<file path="config.mk">
export PLATFORM = sky130hd
export DESIGN_NAME = mfx_expand
export DESIGN_NICKNAME = d
export VERILOG_FILES = /design/src/rtl/mfx_pkg.sv /design/src/rtl/mfx_field_decode.sv /design/src/rtl/mfx_lead_one.sv /design/src/rtl/mfx_expand.sv
export SDC_FILE = /design/constraint.sdc
export NUM_CORES = 1
export LEC_CHECK = 0
export ABC_AREA = 1
export ABC_CLOCK_PERIOD_IN_PS = 2250
export BUFFER_PORTS_ARGS = -buffer_cell sky130_fd_sc_hd__buf_2
export CORE_MARGIN = 2
export CORE_UTILIZATION = 35
export CTS_BUF_LIST = sky130_fd_sc_hd__clkbuf_8
export CTS_CLUSTER_DIAMETER = 40
export DETAILED_ROUTE_END_ITERATION = 10
export HOLD_SLACK_MARGIN = 0.1
export PLACE_DENSITY = 0.67
export SLEW_MARGIN = 30
export SYNTH_ARGS = -nofsm -noshare
export SYNTH_HDL_FRONTEND = slang
export SYNTH_SLANG_ARGS = --single-unit
</file>
<file path="constraint.sdc">
create_clock -name clk -period 2.25 [get_ports clk]
set_input_delay 0.45 -clock clk [delete_from_list [all_inputs] [get_ports clk]]
set_output_delay 0.45 -clock clk [all_outputs]
set_load 0.02 [all_outputs]
</file>
<file path="src/rtl/mfx_pkg.sv">
package mfx_pkg;

  localparam int unsigned SP_FRAC_W = 23;
  localparam int unsigned SP_EXP_W  = 8;
  localparam int unsigned SP_BIAS   = 127;

  typedef struct packed {
    logic                  sign;
    logic [SP_EXP_W-1:0]   exp;
    logic [SP_FRAC_W-1:0]  frac;
  } sp_word_t;

  // Biased single exponent for a normal compact input.
  function automatic logic [SP_EXP_W-1:0] rebias_normal(int unsigned e_field,
                                                        int unsigned mf_bias);
    return SP_EXP_W'(e_field + SP_BIAS - mf_bias);
  endfunction

  // Biased single exponent for a subnormal whose top one sits at lead_pos.
  function automatic logic [SP_EXP_W-1:0] rebias_sub(int unsigned lead_pos,
                                                     int unsigned man_w,
                                                     int unsigned mf_bias);
    return SP_EXP_W'(SP_BIAS + 1 + lead_pos - man_w - mf_bias);
  endfunction

  // Left-align a normal fraction into the 23-bit field.
  function automatic logic [SP_FRAC_W-1:0] widen_frac(logic [SP_FRAC_W-1:0] m_low,
                                                      int unsigned man_w);
    return m_low << (SP_FRAC_W - man_w);
  endfunction

  // Push the leading one of a subnormal fraction to the hidden position
  // and keep only the bits below it.
  function automatic logic [SP_FRAC_W-1:0] sub_frac(logic [SP_FRAC_W-1:0] m_low,
                                                    int unsigned lead_pos);
    logic [SP_FRAC_W:0] t;
    t = {1'b0, m_low} << (SP_FRAC_W - lead_pos);
    return t[SP_FRAC_W-1:0];
  endfunction

endpackage

</file>
<file path="src/rtl/mfx_field_decode.sv">
module mfx_field_decode #(
  parameter int unsigned EXP_W = 4,
  parameter int unsigned MAN_W = 3,
  localparam int unsigned CODE_W = 1 + EXP_W + MAN_W
) (
  input  logic [CODE_W-1:0] code,
  output logic              sign,
  output logic [EXP_W-1:0]  exp_f,
  output logic [MAN_W-1:0]  man_f,
  output logic              f_zero,
  output logic              f_sub,
  output logic              f_norm,
  output logic              f_inf,
  output logic              f_nan
);

  logic exp_max;
  logic exp_min;
  logic man_nz;

  assign sign    = code[CODE_W-1];
  assign exp_f   = code[MAN_W +: EXP_W];
  assign man_f   = code[MAN_W-1:0];

  assign exp_max = &exp_f;
  assign exp_min = ~|exp_f;
  assign man_nz  = |man_f;

  assign f_zero  = exp_min & ~man_nz;
  assign f_sub   = exp_min &  man_nz;
  assign f_inf   = exp_max & ~man_nz;
  assign f_nan   = exp_max &  man_nz;
  assign f_norm  = ~exp_min & ~exp_max;

endmodule

</file>
<file path="src/rtl/mfx_lead_one.sv">
module mfx_lead_one #(
  parameter int unsigned W = 3,
  localparam int unsigned POS_W = (W > 1) ? $clog2(W) : 1
) (
  input  logic [W-1:0]     vec,
  output logic [POS_W-1:0] pos,
  output logic             found
);

  // Scan upward; the last set bit seen is the most significant one.
  always_comb begin
    pos   = '0;
    found = 1'b0;
    for (int i = 0; i < W; i++) begin
      if (vec[i]) begin
        pos   = POS_W'(i);
        found = 1'b1;
      end
    end
  end

endmodule

</file>
<file path="src/rtl/mfx_expand.sv">
module mfx_expand #(
  parameter int unsigned EXP_W   = 4,
  parameter int unsigned MAN_W   = 3,
  parameter bit          OUT_REG = 1'b1,
  localparam int unsigned CODE_W = 1 + EXP_W + MAN_W,
  localparam int unsigned BIAS   = (1 << (EXP_W - 1)) - 1,
  localparam int unsigned POS_W  = (MAN_W > 1) ? $clog2(MAN_W) : 1
) (
  input  logic              clk,
  input  logic              rst_n,
  input  logic              in_valid,
  input  logic [CODE_W-1:0] in_code,
  output logic              out_valid,
  output logic [31:0]       out_word
);
  import mfx_pkg::*;

  // Named internal events, observed by the bound checker.
  logic              sign;
  logic [EXP_W-1:0]  exp_f;
  logic [MAN_W-1:0]  man_f;
  logic              cls_zero, cls_sub, cls_norm, cls_inf, cls_nan;
  logic [POS_W-1:0]  lead_pos;
  logic              lead_found;
  sp_word_t          res;

  mfx_field_decode #(.EXP_W(EXP_W), .MAN_W(MAN_W)) u_decode (
    .code   (in_code),
    .sign   (sign),
    .exp_f  (exp_f),
    .man_f  (man_f),
    .f_zero (cls_zero),
    .f_sub  (cls_sub),
    .f_norm (cls_norm),
    .f_inf  (cls_inf),
    .f_nan  (cls_nan)
  );

  mfx_lead_one #(.W(MAN_W)) u_lead (
    .vec   (man_f),
    .pos   (lead_pos),
    .found (lead_found)
  );

  always_comb begin
    res      = '0;
    res.sign = sign;
    if (cls_inf) begin
      res.exp = '1;
    end else if (cls_nan) begin
      res.exp  = '1;
      res.frac = 23'h40_0000;
    end else if (cls_sub && lead_found) begin
      res.exp  = rebias_sub(int'(lead_pos), MAN_W, BIAS);
      res.frac = sub_frac(SP_FRAC_W'(man_f), int'(lead_pos));
    end else if (cls_norm) begin
      res.exp  = rebias_normal(int'(exp_f), BIAS);
      res.frac = widen_frac(SP_FRAC_W'(man_f), MAN_W);
    end
  end

  generate
    if (OUT_REG) begin : g_reg
      always_ff @(posedge clk or negedge rst_n) begin
        if (!rst_n) begin
          out_valid <= 1'b0;
          out_word  <= '0;
        end else begin
          out_valid <= in_valid;
          if (in_valid) out_word <= res;
        end
      end
    end else begin : g_comb
      assign out_valid = in_valid & rst_n;
      assign out_word  = (in_valid & rst_n) ? res : '0;
    end
  endgenerate

endmodule

</file>
# Yosys cells after proc, flatten, opt, wreduce, memory -nomap -nowiden
# Cells that the tools add are included.
# word_totals
regBits	33
inputBits	11
out_inout_bits	33
elab_cells	30
# op_classes
addsub	6
shifts	1
mux	10
bitwise_logic	6
reduce_logical	5
# op_table
cell	n
two-way mux 31 bit	3
left shift 3 x 32 -> 23 bit	1
two-way mux 23 bit	1
adder 4 x 7 -> 8 bit (second input constant)	1
adder 8 x 2 -> 8 bit (first input constant)	1
two-way mux 8 bit	1
subtractor 8 x 2 -> 8 bit (second input constant)	1
subtractor 8 x 3 -> 8 bit (second input constant)	1
subtractor 8 x 4 -> 8 bit (second input constant)	1
subtractor 5 x 2 -> 6 bit (first input constant)	1
bitwise AND 1 bit	4
two-way mux 1 bit	4
AND reduction 4 bit	1
OR reduction 4 bit	1
OR reduction 3 bit	1
two-way mux 2 bit	1
inverter 1 bit	2
logical AND 1 bit	1
logical NOT 1 bit	1

# Longest topological paths before layout
# Gate-level depths: netlist (run 1).
# logic_depth
ltp_word	8
ltp_mapped	7
mapped_depth_nobuf	7

# Cells and area by module
# Synthesis (run 1) repeated with hierarchy kept, for this count alone.
# unflattened
hier_cells	132
area_unflattened_um2	898.4
# by_module_without_submodules
mod	n_inst	cells_each	area_each_um2	seq_area_each_um2
mfx_expand	1	98	734.5	275.3
mfx_field_decode	1	28	135.1	0.0
mfx_lead_one	1	6	28.8	0.0

# Worst setup path before layout (run 1)
# No wires, ideal clock.
# synth_timing
path_kind	input -> register
start	input in_code[6]
end	register out_word[22]
setup_ns	0.116
arrival_time_ns	0.985
t_required_ns	2.134
slack_ns	1.148
cell_stages	6
n_path_buf	0
cell_sequence	nor2_2 nand2_2 a21oi_1 nand2_1 nand2_1 nand2_1
# synth_via
elab_chain_cells	7
elab_cells_between_ends	13
classes_between	4 x mux; 5 x bitwise; 4 x reduce/logical
# synth_lines
item	line_no	source
start: declaration	mfx_expand.sv:12	input logic [CODE_W-1:0] in_code,
AND reduction 4 bit / OR reduction 4 bit (equally long branches)	mfx_field_decode.sv:25, mfx_field_decode.sv:26	
inverter 1 bit / logical NOT 1 bit (equally long branches)	mfx_field_decode.sv:33, mfx_field_decode.sv:26	
bitwise AND 1 bit (on tied branches)	mfx_field_decode.sv:33, mfx_field_decode.sv:30	
two-way mux 31 bit / logical AND 1 bit (equally long branches)	mfx_expand.sv:56, mfx_expand.sv:53	
two-way mux 31 bit	mfx_expand.sv:53	end else if (cls_sub && lead_found) begin
two-way mux 31 bit	mfx_expand.sv:50	end else if (cls_nan) begin
two-way mux 23 bit *	mfx_expand.sv:48	if (cls_inf) begin
end signal: assignment	mfx_expand.sv:70	if (in_valid) out_word <= res;
end: declaration	mfx_expand.sv:14	output logic [31:0] out_word
# Every way passes the cells marked *; elsewhere a longest branch is shown, timed or not.
# A chain may end at the register's enable or synchronous reset.

==> results of run 1 <==
## Yosys cell counts
master | instances | area share [%]
nand3_1 | 9 | 6.2
or2_2 | 2 | 1.7
nor2_2 | 5 | 4.3
buf_4 | 22 | 23
nand2_2 | 1 | 0.86
a21oi_1 | 2 | 1.4
o21ai_0 | 4 | 2.7
inv_2 | 1 | 0.51
dfrtp_1 | 11 | 38
conb_1 | 1 | 0.51
nor2_1 | 4 | 2.1
nand4_1 | 2 | 1.7
nand2_1 | 26 | 13
inv_1 | 9 | 4.6
## registers in the layout, summed over array words and instances, names as in the netlist
signal and cells:
out_valid 1, out_word 10
## power by group through the flow
stage               logic (mW)  clock network, mW  registers [mW]
finish                   0.146              0.188           0.226
global route             0.160              0.208           0.229
CTS                      0.147              0.195           0.227
detailed placement       0.145                  0           0.230
global placement         0.143                  0           0.229
floorplan                0.104                  0           0.254
## cell type report
class	instances	area (um2)
multi-input combinational	75	325
fill	220	1120
timing repair buffer	24	125
clock inverter	1	3.75
tap	27	33.8
clock buffer	3	41.3
sequential	11	275
inverter	10	37.5
## layer usage
metal | vias to the layer above | wire, um | track usage (%)
li1 | 315 | - | -
met3 | 0 | 130 | 3.94
met2 | 32 | 595 | 20.4
met5 | - | 0 | 0
met1 | 259 | 596 | 13.3
met4 | 0 | 0 | 1.39
## worst min path at each step
stage | end | cells past startpoint
after detailed placement | out_word[25] | 1
after global routing | out_valid | 1
after floorplan | out_valid | 0
final | out_word[31] | 3
after global placement | out_word[24] | 1
after CTS | out_word[31] | 3
## cells by family after synthesis
group | share of synthesized area, %
DFF | 37.6
other | 0.512
AOI/OAI and AO/OA | 4.10
buffers and inverters | 27.7
and+or+nand+nor | 30.1
==> flow_summary_export.csv, run 1 <==
group,metric,value,unit
worst_setup_path,critPathBufInv,1,
job,drv_cap,0,
grt,grt_max_degree,12,
route,ant_nets,0,
placement,dpl_cell_area,787,um2
yosys,synth_area,732,um2
worst_setup_path,regToRegSetupSlack,1.41,ns
power_and_ir_drop,total_power,0.560,mW
placement,dp.cells,146,
route,dr.first_iter.drc_count,19,
power_and_ir_drop,leakage,0.483,nW
clock_tree,cts.sinks,11,
worst_setup_path,critPathLaunchType,"register",
clock_tree,holdBufCountCts,1,
finish,area.growth.synth_to_final,15.0,%
finish,layoutNonFillerInstCount,151,
min_path,hp-class,"primary input to register",
worst_setup_path,cp.arrival,0.79,ns
worst_setup_path,critPathMaxStageDelay,0.39,ns
sta,finalCritPeriodShare,55.3,%
worst_setup_path,end_kind,"output pin",
finish,mostFrequentLayoutCell,"nand2_1",
sta,timing.hold.ws,0.423,ns
placement,dpl.hpwl,1080,um
finish,drive_gt1_share,28.2,%
grt,grt_pass1_wl,2180,um
floorplanning,fp.dieH,49.7,um
worst_setup_path,cp.depth,1,
yosys,synth_area_per_cell,7.39,um2
outcome,status,"finished, final reports clean",
sta,rsz0062_at_grt,"false",
sta,setup_viol,0,
sta,fmax,803,MHz
floorplanning,num_rows,16,
route,first_pass_iters,4,
power_and_ir_drop,p_sw_share,32.8,%
sta,period_needed,1.24,ns
worst_setup_path,r2r_end,"out_word[24]",
route,drt-total-wl,1320,um
sta,hold_viol,0,
yosys,ys_types,14,
floorplanning,pin_count,44,
power_and_ir_drop,cell_internal_pwr,0.376,mW
sta,finalSetupTns,0,ns
worst_setup_path,worstPathCellList,"buf_2",
yosys,yosys_warnings,0,
route,num_vias,606,
clock_tree,h-tree-depth,1,
min_path,hp-start,"in_code[7]",
placement,io_buffers,23,
clock_tree,insertion_delay,0.23,ns
worst_setup_path,endpoint,"out_word[28]",
sta,drv_slew,0,
yosys,synth_seq_area_share,37.6,%
worst_setup_path,criticalPathCategory,"register to output pin",
finish,fin_nets,136,
clock_tree,postCtsSetupRepairBufs,0,
power_and_ir_drop,irDropWorstVdd,0.000532,V
power_and_ir_drop,comb_power_share,26.0,%
power_and_ir_drop,p_switching,0.183,mW
power_and_ir_drop,power_frac_seq,40.4,%
yosys,postSynthCellCount,99,
floorplanning,initial_core_util,37.3,%
floorplanning,core_area,1960,um2
grt,grt_overflow_total,0,
worst_setup_path,crit_family,"flip-flops",
worst_setup_path,cp-startpoint,"out_word[29]",
power_and_ir_drop,power_frac_clock,33.5,%
floorplanning,dieArea,2470,um2
grt,antenna_found_initial,0,
grt,grt_pass1_vias,522,
finish,final_cell_area,842,um2
route,drcViolationCount,0,
clock_tree,cts_resized,0,
finish,final_cell_mix,"nand2_1 (26), buf_2 (23), conb_1 (20), dfrtp_1 (11), inv_1 (10)",
worst_setup_path,r2r-start,"out_word[24]",
sta,fin_skew,0,ns
power_and_ir_drop,powerDensity,665,nW/um2
worst_setup_path,cp.required,1.80,ns
clock_tree,clock_path_buffers,2,
placement,pre_cts_ws,0.935,ns
worst_setup_path,r2r_cells,3,
clock_tree,clk_pin_slew,0.05,ns
clock_tree,cts_tree,"built",
clock_tree,cts_buffers,3,
worst_setup_path,path_max_fanout,4,
floorplanning,fp.dieW,49.7,um
route,routed_via_density,4.01,
clock_tree,cts_root_buf,"clkbuf_8",
worst_setup_path,crit_path_top_delay_cell,"dfrtp_1",
sta,setup_ws,1.01,ns
yosys,ys_ff_latch,11,
grt,grt_util_all_layers,11.4,%
route,wl_per_cell,8.75,um
finish,fin_util,42.9,%
finish,n_antenna_cell,0,
placement,gp_congestion,0.811,
Note: power is estimated with default switching activity, not from simulation.
==> run 2: changes to the inputs <==
Settings changed: ABC_AREA 1 to 0, ABC_CLOCK_PERIOD_IN_PS 2250 to 1200, PLACE_DENSITY 0.67 to 0.69.
Clock period 2.25 ns to 1.2 ns, I/O delays scaled along.
==> flow_summary_export.csv, run 2 <==
group,metric,value,unit
clock_tree,cts_tree,"built",
worst_setup_path,cp.arrival,1.42,ns
grt,grt_max_degree,12,
yosys,ys_async_sr_fraction,100,%
sta,fmax,786,MHz
route,ant_nets,0,
finish,final_cell_mix,"buf_2 (21), conb_1 (20), dfrtp_1 (11), buf_4 (8)",
finish,reg_top3,"out_word: 10 flops, out_valid: 1 flops",
clock_tree,cts.sinks,11,
finish,drive_gt1_share,41.0,%
power_and_ir_drop,power_frac_clock,33.1,%
route,first_pass_iters,4,
sta,hold_viol,0,
clock_tree,h-tree-depth,1,
clock_tree,cts_buffers,3,
route,drcViolationCount,0,
clock_tree,clk_pin_slew,0.05,ns
power_and_ir_drop,cell_internal_pwr,0.728,mW
finish,mostFrequentLayoutCell,"buf_2",
sta,drv_slew,0,
finish,fin_util,49.2,%
placement,dpl.hpwl,1050,um
route,routed_via_density,4.38,
yosys,synth_area,664,um2
floorplanning,dieArea,2260,um2
sta,setup_ws,-0.0725,ns
route,drt-total-wl,1370,um
worst_setup_path,worstPathCellList,"buf_6, or4_4, or3_4, a31oi_1",
grt,antenna_found_initial,0,
sta,setup_viol,2,
worst_setup_path,critPathMaxStageDelay,0.54,ns
placement,pre_cts_ws,-0.327,ns
outcome,violations,"setup timing",
yosys,synth_top_area_cell,"dfrtp_1",
yosys,synth_flop_cell,"dfrtp_1",
yosys,synth_area_per_cell,9.77,um2
sta,fin_skew,0,ns
power_and_ir_drop,p_switching,0.333,mW
clock_tree,insertion_delay,0.23,ns
placement,gp_congestion,0.859,
floorplanning,fp.dieW,47.6,um
yosys,synth_most_common_cell,"buf_4",
sta,finalCritPeriodShare,106,%
floorplanning,fp.dieH,47.6,um
power_and_ir_drop,leakage,0.437,nW
min_path,hp-class,"primary input to register",
worst_setup_path,end_kind,"register",
finish,n_antenna_cell,0,
sta,period_needed,1.27,ns
outcome,status,"finished with violations",
floorplanning,initial_core_util,37.7,%
power_and_ir_drop,irDropWorstVdd,0.000512,V
power_and_ir_drop,comb_power_share,26.8,%
route,num_vias,547,
sta,rsz0062_at_grt,"true",
finish,fillers,187,
clock_tree,clock_path_buffers,2,
placement,io_buffers,23,
yosys,synth_edf_count,0,
worst_setup_path,path_max_fanout,3,
route,dr.first_iter.drc_count,3,
grt,grt_pass1_vias,467,
floorplanning,pin_count,44,
grt,grt_pass1_wl,2050,um
yosys,yosys_warnings,0,
worst_setup_path,cp.required,1.35,ns
floorplanning,core_area,1760,um2
yosys,ys_types,22,
yosys,synth_common_cells,"buf_4 (22), dfrtp_1 (11), nor2_1 (5), inv_1 (4)",
yosys,yosys-top-cells-area,"dfrtp_1 (41%), buf_4 (25%), mux2_2 (3.4%), a31oi_1 (2.8%), nor2_1 (2.8%)",
yosys,ys_ff_latch,11,
worst_setup_path,criticalPathCategory,"primary input to register",
grt,grt_util_all_layers,13.5,%
clock_tree,cts_root_buf,"clkbuf_8",
yosys,synth_seq_area_share,41.4,%
power_and_ir_drop,p_sw_share,31.4,%
yosys,postSynthCellCount,68,
finish,area.growth.synth_to_final,30.7,%
power_and_ir_drop,powerDensity,1220,nW/um2
job,drv_cap,0,
worst_setup_path,crit_path_top_delay_cell,"or4_4",
route,wl_per_cell,11.0,um
yosys,netlist.area_leader.share,41.4,%
finish,largest_reg_flops,10,
finish,regMostFlops,"out_word",
finish,fin_nets,112,
worst_setup_path,critPathLaunchType,"primary input",
floorplanning,num_rows,15,
grt,grt_overflow_total,0,
power_and_ir_drop,power_frac_seq,40.1,%
worst_setup_path,regToRegSetupSlack,0.46,ns
run 2: cell types whose count changed after synthesis, sizes merged, moves of 2 or more:
cell	change
nor3	+2
nand4	-2
o21ai	-4
nand3	-9
o22a	+2
or2	-2
nand2	-27
nor2	-4
mux2	+2
inv	-6
nand2b	+2
a31oi	+3
run 2: logic make-up (layout without fill, tap and decap cells):
kind of cell | count (synthesis) | count (layout) | synth area share, %
and+or+nand+nor | 14 | 14 | 12.2
DFF | 11 | 11 | 41.4
other | 1 | 20 | 0.564
muxes | 3 | 3 | 4.90
buffers and inverters | 27 | 40 | 27.7
AOI/OAI and AO/OA | 12 | 12 | 13.2
run 2: final timing paths:
kind                         startpoint      endpoint  depth (start not counted)
setup / recovery             in_code[5]  out_word[25]                          4
hold / removal               in_code[7]  out_word[31]                          2
setup reg to reg           out_word[31]  out_word[31]                          1
hold reg to reg            out_word[20]  out_word[20]                          1
max in group asynchronous         rst_n  out_word[31]                          2
min in group asynchronous         rst_n  out_word[22]                          2
run 2: critical path, delay by kind of cell:
kind,cells,cell delay (ns)
AND/OR/NAND/NOR,2,0.96
AO/OA/AOI/OAI,1,0.13
buffers and inverters,1,0.09
run 2: through the flow:
stage | total power [mW] | cell area, um2 | hold slack [ns] | instances | TNS (ns)
2_1_floorplan | 0.652 | 742 | -0.0556 | 87 | -0.320
3_3_place_gp | 0.694 | 772 | 0.117 | 119 | -0.994
3_5_place_dp | 0.700 | 772 | 0.123 | 119 | -1.22
4_1_cts | 1.06 | 838 | 0.243 | 124 | -0.106
5_1_grt | 1.12 | 868 | 0.252 | 125 | -0.207
6_report | 1.06 | 868 | 0.243 | 125 | -0.140
run 2: routing by layer:
metal,vias up,share of wire [%],track usage (%)
li1,258,-,-
met1,258,41,15.7
met2,29,49,21.9
met3,2,9.8,4.91
met4,0,0.58,6.49
met5,-,0,0
run 2: cell type report:
| type | instances | area, um2 | area share, % |
|---|---|---|---|
| clock inverters | 1 | 3.75 | 0.432 |
| clock buffers | 3 | 41.3 | 4.76 |
| multi-input cells | 49 | 304 | 35.0 |
| repair buffers | 32 | 198 | 22.8 |
| flip-flops and latches | 11 | 275 | 31.7 |
| inverters | 4 | 15.0 | 1.73 |
| well taps | 25 | 31.3 | 3.60 |
run 2: repair_timing:
item / 4_1_cts / 5_1_grt
endpoints found under the hold margin: 11 / 0
resized for setup: 2 / 4
buffers inserted: 0 / 1
pin swaps: 3 / 2
hold buffers: 1 / 0
cloned: 0 / 0
setup endpoints to repair: 2 / 3
run 2: power groups by stage:
| stage | Sequential, mW | Clock (mW) | Combinational, mW |
|---|---|---|---|
| after floorplan | 0.476 | 0 | 0.176 |
| after global placement | 0.430 | 0 | 0.265 |
| after detailed placement | 0.433 | 0 | 0.267 |
| after CTS | 0.427 | 0.363 | 0.274 |
| after global routing | 0.431 | 0.380 | 0.312 |
| final | 0.426 | 0.351 | 0.284 |
==> run 3: changes to the inputs <==
Settings changed: PLACE_DENSITY 0.69 to default, SYNTH_HIERARCHICAL from default to 1.
==> flow_summary_export.csv, run 3 <==
group,metric,value,unit
finish,drive_gt1_share,46.8,%
floorplanning,dieArea,2750,um2
grt,grt_util_all_layers,12.3,%
yosys,synth_area,822,um2
power_and_ir_drop,power_frac_clock,30.8,%
route,drcViolationCount,0,
finish,layoutNonFillerInstCount,152,
floorplanning,initial_core_util,37.2,%
floorplanning,core_area,2210,um2
route,drt-total-wl,1590,um
grt,grt_pass1_vias,569,
grt,antenna_found_initial,0,
finish,final_cell_area,1070,um2
sta,fin_skew,0,ns
floorplanning,num_rows,17,
power_and_ir_drop,p_sw_share,32.4,%
power_and_ir_drop,comb_power_share,31.4,%
power_and_ir_drop,leakage,0.537,nW
floorplanning,pin_count,44,
power_and_ir_drop,p_switching,0.370,mW
sta,drv_slew,0,
sta,fmax,649,MHz
placement,gp_congestion,0.756,
finish,largest_reg_flops,10,
yosys,yosys_warnings,6,
clock_tree,insertion_delay,0.23,ns
worst_setup_path,cp.arrival,1.66,ns
clock_tree,cts_buffers,3,
outcome,status,"finished with violations",
power_and_ir_drop,power_frac_seq,37.8,%
route,wl_per_cell,10.5,um
finish,reg_top3,"out_word: 10 flops, out_valid: 1 flops",
finish,n_antenna_cell,0,
placement,dpl_cell_area,946,um2
finish,mostFrequentLayoutCell,"buf_2",
power_and_ir_drop,cell_internal_pwr,0.773,mW
worst_setup_path,cp.required,1.32,ns
grt,grt_overflow_total,0,
worst_setup_path,end_kind,"register",
route,first_pass_iters,4,
min_path,hp-class,"primary input to register",
yosys,postSynthCellCount,90,
placement,pre_cts_ws,-0.608,ns
worst_setup_path,regToRegSetupSlack,0.47,ns
floorplanning,fp.dieH,52.5,um
clock_tree,cts_root_buf,"clkbuf_8",
sta,setup_ws,-0.340,ns
route,ant_nets,0,
grt,grt_pass1_wl,2460,um
job,drv_cap,0,
worst_setup_path,criticalPathCategory,"primary input to register",
sta,finalSetupTns,-1.93,ns
finish,final_cell_mix,"buf_2 (21), conb_1 (20), buf_4 (18), dfrtp_1 (11), nor2_1 (8)",
finish,area.growth.synth_to_final,29.8,%
sta,hold_viol,0,
sta,setup_viol,9,
finish,fillers,223,
clock_tree,clock_path_buffers,2,
floorplanning,fp.dieW,52.5,um
sta,period_needed,1.54,ns
finish,fin_nets,136,
power_and_ir_drop,powerDensity,1070,nW/um2
power_and_ir_drop,irDropWorstVdd,0.000549,V
yosys,synth_area_per_cell,9.13,um2
finish,regMostFlops,"out_word",
clock_tree,h-tree-depth,1,
placement,dpl.hpwl,1250,um
outcome,violations,"setup timing",
clock_tree,clk_pin_slew,0.05,ns
placement,io_buffers,23,
placement,dp.cells,144,
route,num_vias,676,
worst_setup_path,path_max_fanout,4,
route,routed_via_density,4.45,
sta,rsz0062_at_grt,"true",
worst_setup_path,critPathLaunchType,"primary input",
clock_tree,cts.sinks,11,
clock_tree,cts_tree,"built",
sta,finalCritPeriodShare,128,%
grt,grt_max_degree,12,
route,dr.first_iter.drc_count,12,
run 3: critical path, cell delays in order:
cell and delay, ns:
buf_6 0.09, or4_4 0.54, nor2_4 0.15, buf_12 0.12, a21boi_4 0.06, a41o_2 0.24
a32o_1 0.21
run 3: per-layer routing:
metal	wire, um	track usage [%]
met1	704	15.8
met2	718	19.4
met3	151	2.57
met4	14	6.41
met5	0	0
run 3: cell type report:
cell class                 count  area, um2  area share (%)
clock inverter                 1       3.75           0.352
sequential                    11        275            25.8
clock buffer                   3       41.3            3.87
tap                           28       35.0            3.28
inverter                       2       7.51           0.703
timing repair buffer          43        293            27.4
multi-input combinational     64        412            38.6
run 3: through the flow:
step | power, mW | hold slack [ns] | utilization, %
floorplan | 0.730 | -0.0556 | -
global placement | 0.770 | 0.120 | 42.8
detailed placement | 0.774 | 0.122 | 42.8
CTS | 1.14 | 0.233 | 46.2
global route | 1.21 | 0.234 | 48.2
finish | 1.14 | 0.238 | 48.2
run 3: path summary, 6_finish.rpt:
path                               from           end  cells after the start
max reg2reg                out_word[31]  out_word[31]                      1
min                          in_code[7]  out_word[31]                      2
min reg2reg                out_word[31]  out_word[31]                      1
min in group asynchronous         rst_n  out_word[23]                      2
max                          in_code[5]  out_word[20]                      7
max in group asynchronous         rst_n  out_word[26]                      2
run 3: what timing repair did:
item | CTS | global route
resized for setup | 1 | 5
setup endpoints to repair | 8 | 9
hold buffers | 1 | 0
hold endpoints to repair | 11 | 0
buffers inserted | 2 | 1
gates cloned | 0 | 0
pin swaps | 2 | 2
run 3: power groups by stage:
stage          Combinational (mW)  Clock [mW]  Sequential, mW
2_1_floorplan               0.241           0           0.489
3_3_place_gp                0.334           0           0.436
3_5_place_dp                0.337           0           0.438
4_1_cts                     0.346       0.364           0.432
5_1_grt                     0.388       0.388           0.437
6_report                    0.359       0.352           0.431
